===== src/rtl/rptr_pkg.sv =====
package rptr_pkg;
    localparam int HALF_W = 16;
    localparam int WORD_W = 2 * HALF_W;
    localparam int TXQ_DEPTH = 8;

    typedef enum logic {SEL_LO = 1'b0, SEL_HI = 1'b1} half_sel_e;
    typedef enum logic {MODE_NORMAL = 1'b0, MODE_REPEAT = 1'b1} rpt_mode_e;

    typedef struct packed {
        logic [HALF_W-1:0] hi;
        logic [HALF_W-1:0] lo;
    } word_t;

    function automatic word_t join_halves(logic [HALF_W-1:0] hi, logic [HALF_W-1:0] lo);
        word_t w;
        w.hi = hi;
        w.lo = lo;
        return w;
    endfunction
endpackage


===== src/rtl/rx_hold.sv =====
module rx_hold
    import rptr_pkg::*;
(
    input  logic              clk,
    input  logic              rst,
    input  logic              mreset,
    input  logic              load,
    input  word_t             word_in,
    input  logic              rd_en,
    input  half_sel_e         rd_sel,
    output logic [HALF_W-1:0] rd_data,
    output logic              ready
);
    word_t word_q;
    logic  lo_done, hi_done;
    logic  lo_next, hi_next;

    assign rd_data = (rd_sel == SEL_HI) ? word_q.hi : word_q.lo;
    assign lo_next = lo_done | (rd_en && rd_sel == SEL_LO);
    assign hi_next = hi_done | (rd_en && rd_sel == SEL_HI);

    always_ff @(posedge clk) begin
        if (rst) begin
            word_q  <= '0;
            ready   <= 1'b0;
            lo_done <= 1'b0;
            hi_done <= 1'b0;
        end else if (mreset) begin
            ready   <= 1'b0;
            lo_done <= 1'b0;
            hi_done <= 1'b0;
        end else if (load) begin
            word_q  <= word_in;
            ready   <= 1'b1;
            lo_done <= 1'b0;
            hi_done <= 1'b0;
        end else if (rd_en) begin
            lo_done <= lo_next;
            hi_done <= hi_next;
            if (lo_next && hi_next) ready <= 1'b0;
        end
    end

    // a latched word is flagged ready
    p_ready_on_load_r1: assert property (@(posedge clk) disable iff (rst)
        (load && !mreset) |=> ready);
    // ready cannot survive a read that completes both halves
    p_ready_clears_r2: assert property (@(posedge clk) disable iff (rst)
        (rd_en && !load && !mreset && lo_next && hi_next) |=> !ready);
endmodule


===== src/rtl/tx_assembler.sv =====
module tx_assembler
    import rptr_pkg::*;
(
    input  logic              clk,
    input  logic              rst,
    input  logic              mreset,
    input  rpt_mode_e         mode,
    input  logic              new_word,
    input  logic              rd_en,
    input  half_sel_e         rd_sel,
    input  logic [HALF_W-1:0] rd_data,
    output logic              push,
    output word_t             push_word,
    output logic              seq_err
);
    logic [HALF_W-1:0] lo_q;
    logic              lo_valid;
    logic              rpt_rd;

    assign rpt_rd    = rd_en && (mode == MODE_REPEAT) && !mreset && !new_word;
    assign push      = rpt_rd && (rd_sel == SEL_HI) && lo_valid;
    assign push_word = join_halves(rd_data, lo_q);

    always_ff @(posedge clk) begin
        if (rst || mreset) begin
            lo_q     <= '0;
            lo_valid <= 1'b0;
            seq_err  <= 1'b0;
        end else if (new_word) begin
            lo_valid <= 1'b0;
        end else if (rpt_rd) begin
            if (rd_sel == SEL_LO) begin
                lo_q     <= rd_data;
                lo_valid <= 1'b1;
            end else if (lo_valid) begin
                lo_valid <= 1'b0;
            end else begin
                seq_err  <= 1'b1;
            end
        end
    end

    // an orphan upper-half read raises the error flag
    p_orphan_hi_r4: assert property (@(posedge clk) disable iff (rst)
        (rpt_rd && rd_sel == SEL_HI && !lo_valid) |=> seq_err);
    // the error flag is sticky until a reset
    p_seq_err_sticky_r4: assert property (@(posedge clk) disable iff (rst)
        (seq_err && !mreset) |=> seq_err);
    // a staged lower half is consumed by its upper half
    p_stage_consumed_r3: assert property (@(posedge clk) disable iff (rst)
        push |=> !lo_valid);
endmodule


===== src/rtl/tx_word_fifo.sv =====
module tx_word_fifo
    import rptr_pkg::*;
#(
    parameter int DEPTH = TXQ_DEPTH
) (
    input  logic  clk,
    input  logic  rst,
    input  logic  mreset,
    input  logic  push,
    input  word_t push_word,
    input  logic  pop,
    output word_t head,
    output logic  empty,
    output logic  full,
    output logic  ovf
);
    localparam int AW = (DEPTH > 1) ? $clog2(DEPTH) : 1;
    localparam int CW = $clog2(DEPTH + 1);

    word_t         mem [DEPTH];
    logic [AW-1:0] wr_ptr, rd_ptr;
    logic [CW-1:0] count;
    logic          do_push, do_pop;

    function automatic logic [AW-1:0] bump(logic [AW-1:0] p);
        return (p == AW'(DEPTH - 1)) ? '0 : p + 1'b1;
    endfunction

    assign empty   = (count == '0);
    assign full    = (count == CW'(DEPTH));
    assign do_push = push && !full;
    assign do_pop  = pop && !empty;
    assign head    = mem[rd_ptr];

    always_ff @(posedge clk) begin
        if (do_push && !mreset) mem[wr_ptr] <= push_word;
    end

    always_ff @(posedge clk) begin
        if (rst || mreset) begin
            wr_ptr <= '0;
            rd_ptr <= '0;
            count  <= '0;
            ovf    <= 1'b0;
        end else begin
            if (do_push) wr_ptr <= bump(wr_ptr);
            if (do_pop)  rd_ptr <= bump(rd_ptr);
            if (do_push && !do_pop)      count <= count + 1'b1;
            else if (do_pop && !do_push) count <= count - 1'b1;
            if (push && full) ovf <= 1'b1;
        end
    end

    // flags never both set, occupancy within depth
    p_flags_excl_r5: assert property (@(posedge clk) disable iff (rst)
        !(full && empty));
    p_count_bound_r5: assert property (@(posedge clk) disable iff (rst)
        count <= CW'(DEPTH));
    // drop when full raises overflow and keeps the FIFO full
    p_no_overflow_r6: assert property (@(posedge clk) disable iff (rst)
        (push && full && !pop && !mreset) |=> (ovf && full));
    // master reset empties the queue and clears overflow
    p_mreset_clears_r7: assert property (@(posedge clk) disable iff (rst)
        mreset |=> (empty && !ovf));
    // a pop on empty leaves it empty when nothing is pushed
    p_pop_empty_r9: assert property (@(posedge clk) disable iff (rst)
        (pop && empty && !push) |=> empty);
endmodule


===== src/rtl/rx_repeater_bridge.sv =====
module rx_repeater_bridge
    import rptr_pkg::*;
(
    input  logic              clk,
    input  logic              rst,
    input  logic              mreset,
    input  logic              cfg_we,
    input  logic              cfg_repeat,
    output logic              mode_repeat,
    input  logic              rx_valid,
    input  logic [WORD_W-1:0] rx_word,
    output logic              rx_ready,
    input  logic              rd_en,
    input  logic              rd_sel,
    output logic [HALF_W-1:0] rd_data,
    output logic              seq_err,
    input  logic              tx_pop,
    output logic [WORD_W-1:0] tx_word,
    output logic              tx_empty,
    output logic              tx_full,
    output logic              tx_ovf
);
    rpt_mode_e mode_q;
    half_sel_e sel;
    logic      push;
    word_t     push_word, head;

    assign sel         = half_sel_e'(rd_sel);
    assign mode_repeat = (mode_q == MODE_REPEAT);
    assign tx_word     = head;

    always_ff @(posedge clk) begin
        if (rst)         mode_q <= MODE_NORMAL;
        else if (cfg_we) mode_q <= rpt_mode_e'(cfg_repeat);
    end

    rx_hold u_hold (
        .clk(clk), .rst(rst), .mreset(mreset), .load(rx_valid),
        .word_in(word_t'(rx_word)), .rd_en(rd_en), .rd_sel(sel),
        .rd_data(rd_data), .ready(rx_ready)
    );

    tx_assembler u_asm (
        .clk(clk), .rst(rst), .mreset(mreset), .mode(mode_q),
        .new_word(rx_valid), .rd_en(rd_en), .rd_sel(sel), .rd_data(rd_data),
        .push(push), .push_word(push_word), .seq_err(seq_err)
    );

    tx_word_fifo #(.DEPTH(TXQ_DEPTH)) u_fifo (
        .clk(clk), .rst(rst), .mreset(mreset), .push(push),
        .push_word(push_word), .pop(tx_pop), .head(head),
        .empty(tx_empty), .full(tx_full), .ovf(tx_ovf)
    );

    // master reset leaves the mode alone
    p_mode_kept_r8: assert property (@(posedge clk) disable iff (rst)
        (mreset && !cfg_we) |=> $stable(mode_q));
    // normal-mode reads never queue anything
    p_normal_no_push_r2: assert property (@(posedge clk) disable iff (rst)
        (mode_q == MODE_NORMAL && tx_empty && !rx_valid) |=> tx_empty);
endmodule


===== config.mk =====
export PLATFORM = sky130hd
export DESIGN_NAME = rx_repeater_bridge
export DESIGN_NICKNAME = d
export VERILOG_FILES = /design/src/rtl/rptr_pkg.sv /design/src/rtl/rx_hold.sv /design/src/rtl/tx_assembler.sv /design/src/rtl/tx_word_fifo.sv /design/src/rtl/rx_repeater_bridge.sv
export SDC_FILE = /design/constraint.sdc
export NUM_CORES = 1
export LEC_CHECK = 0
export BUFFER_PORTS_ARGS = -buffer_cell sky130_fd_sc_hd__buf_2
export CAP_MARGIN = 0
export CORE_MARGIN = 2
export CORE_UTILIZATION = 50
export CTS_CLUSTER_DIAMETER = 60
export DETAILED_ROUTE_END_ITERATION = 16
export GPL_ROUTABILITY_DRIVEN = 0
export PLACE_DENSITY = 0.74
export REMOVE_ABC_BUFFERS = 1
export SYNTH_ARGS = -nofsm -noshare
export SYNTH_HDL_FRONTEND = slang
export SYNTH_SLANG_ARGS = --single-unit

===== constraint.sdc =====
create_clock -name clk -period 3.9 [get_ports clk]
set_clock_uncertainty 0.2 [all_clocks]
set_input_delay 0 -clock clk [delete_from_list [all_inputs] [get_ports clk]]
set_output_delay 0 -clock clk [all_outputs]
set_load 0.02 [all_outputs]

* Word-level counts from Yosys, hierarchy flattened *
Memory sizes are Yosys's and may differ from the RTL's. A register that Yosys moved wholly into a read port is not among the register bits.
Index checks and enable logic that the tools add are counted.

word-level totals
  output and inout bits = 54
  input port bits = 41
  RAM bits = 256
  flip-flop bits (word level) = 65
  memories kept = 1
  latch bits = 0
  ROM bits = 0

memory list
  memory      depth  bits a word  rd ports  clocked after memory_dff  wr ports  RTL line            text
  u_fifo.mem  8      32           1         1                         1         tx_word_fifo.sv:20  word_t mem [DEPTH];

operators by class
  multipliers = 0
  bitwise logic cells = 6
  reduce and logical (&&, ||, !) cells = 32
  div/mod/pow operators = 0
  magnitude comparators = 0
  eq/ne operators = 3
  shift operators = 0
  multiplexer cells = 13
  add/subtract/negate cells = 4

operators by type and width
  operator             count
  $mux 16              1
  $logic_and 1x1->1    14
  $mux 3               4
  $mux 4               2
  $add 3x1->3 const B  2
  $eq 3x3->1 const B   2
  $logic_not 1->1      6
  $mux 1               6
  $reduce_bool 2->1    3
  $add 4x1->4 const B  1
  $eq 4x4->1 const B   1
  $logic_not 4->1      1
  $not 1->1            4
  $reduce_and 2->1     2
  $reduce_and 4->1     1
  $reduce_or 2->1      2
  $sub 4x1->4 const B  1
  $reduce_and 3->1     1
  $reduce_or 3->1      1
  $or 1x1->1           2
  $logic_or 1x1->1     1

* Longest topological paths before layout *
  depth after elaboration = 10
  gate-level depth with buffers = 10

* Cells and area by module *
From an unflattened synthesis, not the netlist that was laid out.

unflattened totals
  cell total of the unflattened synthesis = 726
  area, all modules = 12936.2 sq um

modules (own cells, without submodules)
  module              seq. area each (sq um)  area an instance (sq um)  instances  cells each
  tx_word_fifo        7967.6                  10362.4                   1          449
  rx_hold             700.7                   1462.7                    1          171
  tx_assembler        360.3                   1077.3                    1          103
  rx_repeater_bridge  20.0                    33.8                      1          3

* Least setup slack after synthesis *
Ideal clock, no wire load.

  path type = reg-to-reg
  start point = register mode_q, in the netlist mode_repeat
  end point = memory u_fifo.mem[1][0] (netlist name) (enable)
  data required time = 3.239 ns
  cell stages (with the launch flop) = 5
  data arrival time = 3.442 ns
  setup slack = -0.203 ns
  clock period less this slack = 4.103 ns
  path through = dfxtp_1 and4bb_2 nand4b_4 or2_2 nor3_1

between the ends
  cells in the longest elaborated chain, start to end = 9

ends and longest elaborated chain
  what                            RTL line                  text
  start, declared                 rx_repeater_bridge.sv:23  rpt_mode_e mode_q;
  start signal, assigned          rx_repeater_bridge.sv:34  else if (cfg_we) mode_q <= rpt_mode_e'(cfg_repeat);
  $logic_and 1x1->1 (3 in a row)  tx_assembler.sv:20        assign rpt_rd = rd_en && (mode == MODE_REPEAT) && !mreset && !new_word;
  $logic_and 1x1->1 (2 in a row)  tx_assembler.sv:21        assign push = rpt_rd && (rd_sel == SEL_HI) && lo_valid;
  $logic_and 1x1->1               tx_word_fifo.sv:31        assign do_push = push && !full;
  $logic_and 1x1->1               tx_word_fifo.sv:36        if (do_push && !mreset) mem[wr_ptr] <= push_word;
  $mux 1                          tx_word_fifo.sv:36
  $mux 1 (implied by the code)    tx_word_fifo.sv:36
  end, declared                   tx_word_fifo.sv:20

Every way passes these cells.

==> run_results.csv <==
group,metric,value,unit
detailed_routing,wl_per_cell,21.1,um
worst_setup_path,criticalPathCategory,"reg -> out",
global_route,grt_usage,20.5,%
logic_synthesis,ys_ff_latch,324,
layout,fin_cells,1272,
place,hpwlAfterDp,14.8,mm
worst_setup_path,endpoint,"tx_word[20]",
detailed_routing,antenna_left,0,
worst_setup_path,regToRegEndpoint,"u_fifo.count[3]",
pwr,powerDensity,444,nW/um^2
min_path,hold_start,"rx_valid",
worst_setup_path,slowest_delay,830,ps
min_path,hold_class,"in -> reg",
place,dp_cells,1109,
pwr,ir_drop,0.370,mV
worst_setup_path,critical_path_buf_inv_count,2,
sta,max_freq,338,MHz
floorplanning,rows,58,
sta,setup_viol,0,
worst_setup_path,ff2ff_path_depth,10,
logic_synthesis,ys.flop_type,"edfxtp_1",
worst_setup_path,critPathTopFamily,"multiplexers",
global_route,grt_max_degree,40,
detailed_routing,drc,0,
logic_synthesis,synth.area.top_cells,"edfxtp_1 61%, dfxtp_1 11%, mux4_1 8.3%",
worst_setup_path,crit_arrival,2760,ps
layout,layout-drive-gt1-share,26.5,%
logic_synthesis,yosys.area.top_type,"edfxtp_1",
cts,root_buffer,"clkbuf_16",
detailed_routing,drt_iter0_drc,500,
detailed_routing,routed-via-count,7088,
floorplanning,core,25000,um^2
logic_synthesis,synth_most_common_cell,"edfxtp_1",
cts,cts_buffers,31,
pwr,p_leak,5.15,nW
global_route,gr-total-overflow,0,
cts,cts.path.max_buffers,3,
logic_synthesis,synth_seq_area_share,71.3,%
layout,antenna_cells,0,
worst_setup_path,worstPathMaxFanout,39,
worst_setup_path,worstPathRequired,3700,ps
global_route,grt_pass1_vias,7408,
outcome,status,"finished clean",
logic_synthesis,synthArstFlopShare,0,%
logic_synthesis,synth_edf_count,256,
floorplanning,dieArea,26700,um^2
cts,cts.htree.levels,1,
cts,clock_sinks,324,
cts,tritoncts,"done",
layout,finalInstanceArea,15500,um^2
cts,cts_hold_buf,106,
layout,area_growth,22.4,%
sta,period_minus_slack,2960,ps
floorplanning,die_x,163,um
global_route,antenna_found_initial,0,
layout,finalNetCount,967,
cts,post-cts-setup-buffers,0,
global_route,grt_pass1_wl,41.1,mm
floorplanning,io_pins,95,
sta,relSlewSlack,28.9,%
worst_setup_path,reg2reg_slack,1180,ps
worst_setup_path,r2r_start,"u_fifo.count[0]",
logic_synthesis,synth_top_area_share,60.5,%
worst_setup_path,worstSetupStartpointType,"register",
logic_synthesis,synthTopCellsByCount,"256 x edfxtp_1, 100 x nand2_1, 68 x dfxtp_1",
place,placed_cell_area,13500,um^2
worst_setup_path,cp-end-kind,"output pin",
layout,fillers,1706,
cts,clk_pin_slew,60,ps
logic_synthesis,ys.warnings.count,0,
place,portBuffers,94,
sta,fin_tns_setup,0,ps
detailed_routing,drt_wl_total,26.9,mm
logic_synthesis,synth.avg_cell_area,17.6,um^2
cts,clock_latency,550,ps
worst_setup_path,cp_num_cells,4,
floorplanning,die_h,163,um
cts,cts_resized,0,
logic_synthesis,yosysUniqueCellTypes,37,
floorplanning,start_util,50.7,%
detailed_routing,avgViaCountPerCell,5.57,
sta,final-hold-violation-count,0,
sta,max_slew.worst_pin.slew,1070,ps
sta,maxSlewViolCount,0,
detailed_routing,firstDrtPassIters,5,
flow_run,drv_cap,0,
worst_setup_path,critPathSlowestCell,"dfxtp_4",
sta,holdWs,70.2,ps
logic_synthesis,synth_area,12700,um^2
sta,rsz0062_at_grt,"false",
logic_synthesis,netlist_instances,720,
sta,fin_crit_sh,75.9,%
worst_setup_path,path_cells,"buf_12, mux4_1, mux2_2, buf_2",
==> power by group <==
group          internal (mW)  switching, mW
combinational          0.106          0.109
sequential              3.71         0.0132
clock                   1.74           1.21
total                   5.56           1.33
==> layer usage <==
metal / GRT usage (%) / vias up / share of wire [%]
met2: 35.0 / 261 / 50
met1: 26.7 / 3589 / 41
met4: 7.80 / 0 / 2.9
li1: - / 3186 / -
met3: 3.35 / 52 / 5.9
met5: 0 / - / 0
==> tightest hold or removal path, stage by stage <==
cell           delay [ps]
dlygate4sd3_1         530
buf_2                 170
nor3_1                 70
==> registers in the layout, summed over array words and instances, names as in the netlist, named ones only <==
| name | flops |
|---|---|
| u_fifo.mem | 256 |
| u_hold.word_q | 32 |
| u_asm.lo_q | 16 |
| u_fifo.count | 4 |
| u_fifo.rd_ptr | 3 |
| u_fifo.wr_ptr | 3 |
| mode_repeat | 1 |
| u_asm.lo_valid | 1 |
| u_asm.seq_err | 1 |
| u_fifo.ovf | 1 |
| u_hold.hi_done | 1 |
| u_hold.lo_done | 1 |
| u_hold.ready | 1 |
==> metrics by stage <==
stage / total power, mW / utilization [%] / setup WS (ps)
2_1_floorplan: 3.86 / - / -203
3_3_place_gp: 3.93 / 53.8 / 1280
3_5_place_dp: 3.94 / 53.8 / 1210
4_1_cts: 6.93 / 62.1 / 871
5_1_grt: 7.10 / 62.1 / 799
6_report: 6.89 / 62.1 / 940
==> how the worst min path moves through the flow <==
stage / endpoint / slack, ps / cells after the start
floorplan: u_hold.word_q[0] / -130 / 1
global placement: mode_repeat / 30 / 3
detailed placement: mode_repeat / 40 / 3
CTS: u_hold.hi_done / 30 / 3
global route: u_hold.lo_done / 90 / 3
finish: u_hold.hi_done / 70 / 3
==> layout make-up <==
cell class	count	area [um^2]	share of cell area, %
repair buffers	220	1690	10.9
multi-input cells	335	3350	21.5
inverters	6	22.5	0.145
flip-flops and latches	324	9050	58.3
well taps	330	413	2.66
clock buffers	40	820	5.27
clock inverters	17	188	1.21
==> layout by cell type, fill, tap and decap left out, drive strengths merged, types with 2 or more instances in the layout <==
master	count
nor2	21
nand2b	4
dlygate4sd3	106
mux2	49
nand2	100
inv	7
bufinv	4
nor3	5
nor4	2
buf	114
mux2i	5
clkinv	10
clkbuf	40
dfxtp	68
nand3	2
mux4	64
and2	2
a21oi	58
ha	7
clkinvlp	2
or2	2
edfxtp	256
==> kinds of logic after synthesis <==
kind of cell,after synthesis,synth area share (%)
fa+ha+maj,8,0.847
buf+inv,61,2.82
flops,324,71.3
xor+xnor,2,0.138
simple gates,144,4.91
compound gates,63,2.75
mux,118,17.3
(Power assumes the default switching activity.)
